`src/rtl/mram_pwr_pkg.sv`:
```
package mram_pwr_pkg;

    typedef enum logic [2:0] {
        PS_LOCKOUT = 3'd0,
        PS_ACTIVE  = 3'd1,
        PS_ENTER   = 3'd2,
        PS_ASLEEP  = 3'd3,
        PS_WAKING  = 3'd4
    } pwr_state_t;

endpackage

```
`src/rtl/mram_pwr_edge.sv`:
```
module mram_pwr_edge (
    input  logic clk_ref,
    input  logic rst_n,
    input  logic cs_n,
    output logic cs_fall,
    output logic cs_rise
);
    logic cs_q;

    always_ff @(posedge clk_ref or negedge rst_n) begin
        if (!rst_n) cs_q <= 1'b1;
        else        cs_q <= cs_n;
    end

    assign cs_fall = cs_q & ~cs_n;
    assign cs_rise = ~cs_q & cs_n;

    // an edge event needs an actual level change on cs_n
    a_r8_fall_needs_low: assert property (@(posedge clk_ref) disable iff (!rst_n)
        cs_fall |=> $past(cs_n) == 1'b0);
endmodule

```
`src/rtl/mram_pwr_timer.sv`:
```
module mram_pwr_timer #(
    parameter int CW = 16
) (
    input  logic          clk_ref,
    input  logic          rst_n,
    input  logic          clr,
    input  logic          en,
    input  logic [CW-1:0] limit,
    output logic          done
);
    logic [CW-1:0] cnt_q;

    always_ff @(posedge clk_ref or negedge rst_n) begin
        if (!rst_n)      cnt_q <= '0;
        else if (clr)    cnt_q <= '0;
        else if (en)     cnt_q <= cnt_q + 1'b1;
    end

    assign done = en && (cnt_q == limit - 1'b1);

    // a running window never counts past its length
    a_r4_cnt_in_window: assert property (@(posedge clk_ref) disable iff (!rst_n)
        en |-> cnt_q < limit);
endmodule

```
`src/rtl/mram_pwr_arm.sv`:
```
module mram_pwr_arm (
    input  logic clk_ref,
    input  logic rst_n,
    input  logic cs_fall,
    input  logic cs_rise,
    input  logic accept,
    input  logic sleep_ok,
    input  logic wake_ok,
    input  logic bit_strobe,
    input  logic cmd_sleep,
    input  logic cmd_wake,
    output logic go_sleep,
    output logic go_wake
);
    logic sel_q;
    logic arm_s_q, arm_w_q;

    // selection is honoured only if it began while selection was accepted
    always_ff @(posedge clk_ref or negedge rst_n) begin
        if (!rst_n)       sel_q <= 1'b0;
        else if (cs_rise) sel_q <= 1'b0;
        else if (cs_fall) sel_q <= accept;
    end

    always_ff @(posedge clk_ref or negedge rst_n) begin
        if (!rst_n) begin
            arm_s_q <= 1'b0;
            arm_w_q <= 1'b0;
        end else if (cs_rise || cs_fall) begin
            arm_s_q <= 1'b0;
            arm_w_q <= 1'b0;
        end else if (cmd_sleep && sel_q && sleep_ok) begin
            arm_s_q <= 1'b1;
            arm_w_q <= 1'b0;
        end else if (cmd_wake && sel_q && wake_ok) begin
            arm_s_q <= 1'b0;
            arm_w_q <= 1'b1;
        end else if (bit_strobe) begin
            arm_s_q <= 1'b0;
            arm_w_q <= 1'b0;
        end
    end

    assign go_sleep = cs_rise & arm_s_q;
    assign go_wake  = cs_rise & arm_w_q;

    // a bit after the opcode, with no command in that cycle, cancels
    a_r5_strobe_disarms: assert property (@(posedge clk_ref) disable iff (!rst_n)
        (bit_strobe && !cmd_sleep && !cmd_wake) |=> !go_sleep && !go_wake);
endmodule

```
`src/rtl/mram_pwr_seq.sv`:
```
module mram_pwr_seq
    import mram_pwr_pkg::*;
#(
    parameter int TICKS_PER_US   = 100,
    parameter int LOCKOUT_US     = 400,
    parameter int SLEEP_ENTRY_US = 3,
    parameter int WAKE_EXIT_US   = 400
) (
    input  logic       clk_ref,
    input  logic       rst_n,
    input  logic       cs_n,
    input  logic       bit_strobe,
    input  logic       cmd_sleep,
    input  logic       cmd_wake,
    output logic       accept_o,
    output logic       wake_only_o,
    output logic [2:0] state_o,
    output logic       viol_o
);
    localparam int PU_T  = LOCKOUT_US * TICKS_PER_US;
    localparam int DP_T  = SLEEP_ENTRY_US * TICKS_PER_US;
    localparam int RDP_T = WAKE_EXIT_US * TICKS_PER_US;
    localparam int MAX_A = (PU_T > DP_T) ? PU_T : DP_T;
    localparam int MAX_T = (MAX_A > RDP_T) ? MAX_A : RDP_T;
    localparam int CW    = $clog2(MAX_T + 1);

    pwr_state_t    state_q, state_d;
    logic          cs_fall, cs_rise;
    logic          go_sleep, go_wake;
    logic          tmr_en, tmr_done;
    logic [CW-1:0] tmr_limit;
    logic          viol_q;

    mram_pwr_edge u_edge (
        .clk_ref (clk_ref),
        .rst_n   (rst_n),
        .cs_n    (cs_n),
        .cs_fall (cs_fall),
        .cs_rise (cs_rise)
    );

    mram_pwr_arm u_arm (
        .clk_ref    (clk_ref),
        .rst_n      (rst_n),
        .cs_fall    (cs_fall),
        .cs_rise    (cs_rise),
        .accept     (accept_o),
        .sleep_ok   (state_q == PS_ACTIVE),
        .wake_ok    (state_q == PS_ASLEEP),
        .bit_strobe (bit_strobe),
        .cmd_sleep  (cmd_sleep),
        .cmd_wake   (cmd_wake),
        .go_sleep   (go_sleep),
        .go_wake    (go_wake)
    );

    mram_pwr_timer #(.CW(CW)) u_timer (
        .clk_ref (clk_ref),
        .rst_n   (rst_n),
        .clr     (state_d != state_q),
        .en      (tmr_en),
        .limit   (tmr_limit),
        .done    (tmr_done)
    );

    // window selection per timed state
    always_comb begin
        tmr_en    = 1'b1;
        tmr_limit = CW'(1);
        unique case (state_q)
            PS_LOCKOUT: tmr_limit = CW'(PU_T);
            PS_ENTER:   tmr_limit = CW'(DP_T);
            PS_WAKING:  tmr_limit = CW'(RDP_T);
            default:    tmr_en    = 1'b0;
        endcase
    end

    // next-state logic
    always_comb begin
        state_d = state_q;
        unique case (state_q)
            PS_LOCKOUT: if (tmr_done) state_d = PS_ACTIVE;
            PS_ACTIVE:  if (go_sleep) state_d = PS_ENTER;
            PS_ENTER:   if (tmr_done) state_d = PS_ASLEEP;
            PS_ASLEEP:  if (go_wake)  state_d = PS_WAKING;
            PS_WAKING:  if (tmr_done) state_d = PS_ACTIVE;
            default:                  state_d = PS_LOCKOUT;
        endcase
    end

    // state register
    always_ff @(posedge clk_ref or negedge rst_n) begin
        if (!rst_n) state_q <= PS_LOCKOUT;
        else        state_q <= state_d;
    end

    // sticky protocol-violation flag
    always_ff @(posedge clk_ref or negedge rst_n) begin
        if (!rst_n)
            viol_q <= 1'b0;
        else if (cs_fall && (state_q == PS_LOCKOUT || state_q == PS_WAKING))
            viol_q <= 1'b1;
    end

    // outputs
    always_comb begin
        state_o     = state_q;
        accept_o    = (state_q == PS_ACTIVE) || (state_q == PS_ASLEEP);
        wake_only_o = (state_q == PS_ASLEEP);
        viol_o      = viol_q;
    end

    a_r3_sleep_via_entry: assert property (@(posedge clk_ref) disable iff (!rst_n)
        (state_q == PS_ACTIVE) |=> (state_q != PS_ASLEEP));
    a_r3_go_sleep_enters: assert property (@(posedge clk_ref) disable iff (!rst_n)
        go_sleep |=> (state_q == PS_ENTER));
    a_r6_asleep_exits_to_wake: assert property (@(posedge clk_ref) disable iff (!rst_n)
        (state_q == PS_ASLEEP) |=> (state_q == PS_ASLEEP || state_q == PS_WAKING));
    a_r7_waking_exits_active: assert property (@(posedge clk_ref) disable iff (!rst_n)
        (state_q == PS_WAKING) |=> (state_q == PS_WAKING || state_q == PS_ACTIVE));
    a_r8_viol_sticky: assert property (@(posedge clk_ref) disable iff (!rst_n)
        viol_q |=> viol_q);
    a_r8_flag_in_wake: assert property (@(posedge clk_ref) disable iff (!rst_n)
        (cs_fall && state_q == PS_WAKING) |=> viol_q);
endmodule

```
`config.mk`:
```
export PLATFORM = sky130hd
export DESIGN_NAME = mram_pwr_seq
export DESIGN_NICKNAME = d
export VERILOG_FILES = /design/src/rtl/mram_pwr_pkg.sv /design/src/rtl/mram_pwr_edge.sv /design/src/rtl/mram_pwr_timer.sv /design/src/rtl/mram_pwr_arm.sv /design/src/rtl/mram_pwr_seq.sv
export SDC_FILE = /design/constraint.sdc
export NUM_CORES = 1
export LEC_CHECK = 0
export BUFFER_PORTS_ARGS = -buffer_cell sky130_fd_sc_hd__buf_2
export CORE_ASPECT_RATIO = 0.6
export CORE_MARGIN = 3
export CORE_UTILIZATION = 35
export CTS_CLUSTER_SIZE = 25
export DETAILED_ROUTE_END_ITERATION = 10
export SETUP_SLACK_MARGIN = 0.05
export SYNTH_ARGS = -nofsm -noshare
export SYNTH_HDL_FRONTEND = slang
export SYNTH_HIERARCHICAL = 1
export SYNTH_SLANG_ARGS = --single-unit
```
`constraint.sdc`:
```
create_clock -name clk_ref -period 4.56 [get_ports clk_ref]
set_input_delay 0.228 -clock clk_ref [delete_from_list [all_inputs] [get_ports clk_ref]]
set_output_delay 0.228 -clock clk_ref [all_outputs]
set_load 0.03 [all_outputs]
```
==> impl_metrics.ini <==
[timing]
setup_viol = 0
finalCritPeriodShare = 0.8829
max_freq_mhz = 248.4
drv_slew = 0
maxSlewHeadroom = 0.5945
worstMarginPinSlew_ps = 607.0
hold_viol = 0
finalClockSkew_ps = 4.732
rsz0062_at_grt = false
layout_min_cycle_time_ps = 4026
tns_ps = 0
holdWs_ps = 62.40

[layout]
final_nets = 246
drive_gt1_frac = 0.1603
num_antenna_cells = 0
layout.cells.most_common = nor2_1
n_fill_cell = 471
layout_common_cells = nor2_1 (27), dfrtp_1 (23), conb_1 (19)
syn_to_final_growth_pct = 16.83

[cts]
cts-htree-levels = 1
cts_setup_buffers = 0
cts_max_path_buffers = 2
cts_made_buffers = 3
clk_latency_ps = 280
cts_tree = built
clock-root-buffer = clkbuf_8
cts.sinks = 24
clk_pin_slew_worst_paths_ps = 90

[routing]
post-route-drc-count = 0
vias_per_cell = 4.923
first_iter_violations = 79
wl_per_cell_um = 13.72
vias = 1477
ant_nets = 0
firstDrtPassIters = 4
wirelength_mm = 4.116

[die]
rows = 19
pin_count = 12
die_area_um2 = 6182
die_y_um = 62.12
die_w_um = 99.52
initial_core_util = 0.3825
core_area_um2 = 4802

[worst_setup_path]
startpoint_type = register
critPathRequiredTime_ps = 4730
ff2ff_path_depth = 16
setup.worst_path.end_class = register
cp_max_fo = 20
crit_arrival_ps = 4190
critPathKind = register to register

[synthesis]
avgSynthCellArea_um2 = 8.960
synth_cell_types = 48
synth-edff-count = 0
synth_area_um2 = 1837
ys.flop_type = dfrtp_1
ys_seq_area_frac = 0.3277
yosysWarnings = 6
synth-seq-cells = 24
syn-instance-count = 205
async_reset_ff_frac = 1.000

[pwr]
irDropWorstVdd_mv = 0.1428
p_total_mw = 0.4400
comb_power_share = 0.072
internal_power_mw = 0.3432
seqPwrFrac = 0.485
p_sw_frac = 0.2200
p_switching_mw = 0.09682
clkPwrFrac = 0.443
powerDensity_nw_per_um2 = 205.1
p_leak_nw = 0.9551

[placement]
dp_hpwl_mm = 3.245
gp_congestion = 0.8274
numPortBuffers = 11

[min_path]
whs_path_depth = 1
hold_class = input port to register

[global_routing]
grt_usage = 0.1424
grt_antenna_before_repair = 0
grt_overflow_total = 0
grt_max_degree = 25
grt_pass1_wl_mm = 6.982
grt_pass1_vias = 1276

[status]
status = completed

[flow_run]
maxCapViolations = 0
## power by group through the flow
stage               Sequential [mW]  Combinational [mW]  Clock (mW)
finish                        0.214              0.0317       0.195
global route                  0.214              0.0357       0.208
CTS                           0.214              0.0313       0.200
detailed placement            0.218              0.0305           0
global placement              0.218              0.0304           0
floorplan                     0.218              0.0197           0
## area by class of cell
type / instances / area, um^2 / share of cell area
clock buffer: 3 / 41.29 / 0.01924
timing repair buffer: 20 / 125.1 / 0.05831
sequential: 24 / 601.8 / 0.2805
tap: 63 / 78.83 / 0.03673
inverter: 6 / 22.52 / 0.01050
clock inverter: 1 / 30.03 / 0.01399
multi-input combinational: 183 / 1246 / 0.5808
## registers in the layout (all words and copies together), names as in the netlist
register       count
state_o            3
u_arm/arm_s_q      1
u_arm/arm_w_q      1
u_arm/sel_q        1
u_edge/cs_q        1
u_timer/cnt_q     16
viol_o             1
## stage by stage
| step | setup slack, ps | area, um^2 | utilization | cells |
|---|---|---|---|---|
| after floorplan | 289.4 | 1909 | - | 223 |
| after global placement | 497.9 | 2046 | 0.4260 | 295 |
| after detailed placement | 362.3 | 2046 | 0.4260 | 295 |
| after CTS | 328.1 | 2127 | 0.4429 | 300 |
| after global routing | 64.28 | 2146 | 0.4468 | 300 |
| final | 534.0 | 2146 | 0.4468 | 300 |
## cell usage after synthesis (all sizes together), types with 3 or more instances
cell / n / area share
xnor2: 18 / 0.086
o21ai: 3 / 0.0082
nor4: 4 / 0.022
nor2b: 5 / 0.021
clkbuf: 5 / 0.010
nor3: 8 / 0.022
mux2i: 7 / 0.038
buf: 5 / 0.021
and2: 3 / 0.010
nand3: 10 / 0.034
dfrtp: 23 / 0.31
nor3b: 3 / 0.012
nand2: 10 / 0.020
inv: 6 / 0.012
nor2: 28 / 0.057
nand4: 7 / 0.024
xor2: 16 / 0.076
nor4b: 4 / 0.026
a21oi: 9 / 0.025
## worst max-delay path, cell delays in order (launching register included)
cell,delay [ps]
dfrtp_1,520
nor3b_2,220
buf_4,230
nor4_4,300
buf_4,200
nand4_1,210
nor4b_1,360
a21oi_1,120
nor4b_4,380
a211oi_1,90
a21oi_1,260
o21a_1,190
nand4_1,210
nor3_2,300
nand3_1,120
xor2_1,150
nor2_1,50
## final timing paths
path	startpoint	end	slack (ps)
hold reg to reg	viol_o	viol_o	460
max in group asynchronous	rst_n	u_edge/cs_q	3720
setup / recovery	state_o[1]	u_timer/cnt_q[15]	530
hold / removal	cs_n	u_edge/cs_q	60
setup reg to reg	state_o[1]	u_timer/cnt_q[15]	530
min in group asynchronous	rst_n	state_o[2]	460
## per-layer routing
layer	up-vias	track usage	routed length, um
met1	681	0.2651	2469
met3	3	0.03020	222
li1	765	-	-
met5	-	0	0
met2	28	0.1547	1408
met4	0	0.01533	16
## cell families after synthesis
kind of cell,synth area share
simple gates,0.3018
xor+xnor,0.1621
compound gates,0.1110
flops,0.3277
buf+inv,0.04359
mux,0.03815
fa+ha+maj,0.01362
other cells,0.002042
## repair_timing
| action | in CTS | in global routing |
|---|---|---|
| endpoints found under the hold margin | 23 | 0 |
| endpoints found under the setup margin | 0 | 6 |
| gates resized for setup | 0 | 4 |
| hold buffers | 1 | 0 |
(Power assumes the default switching activity.)
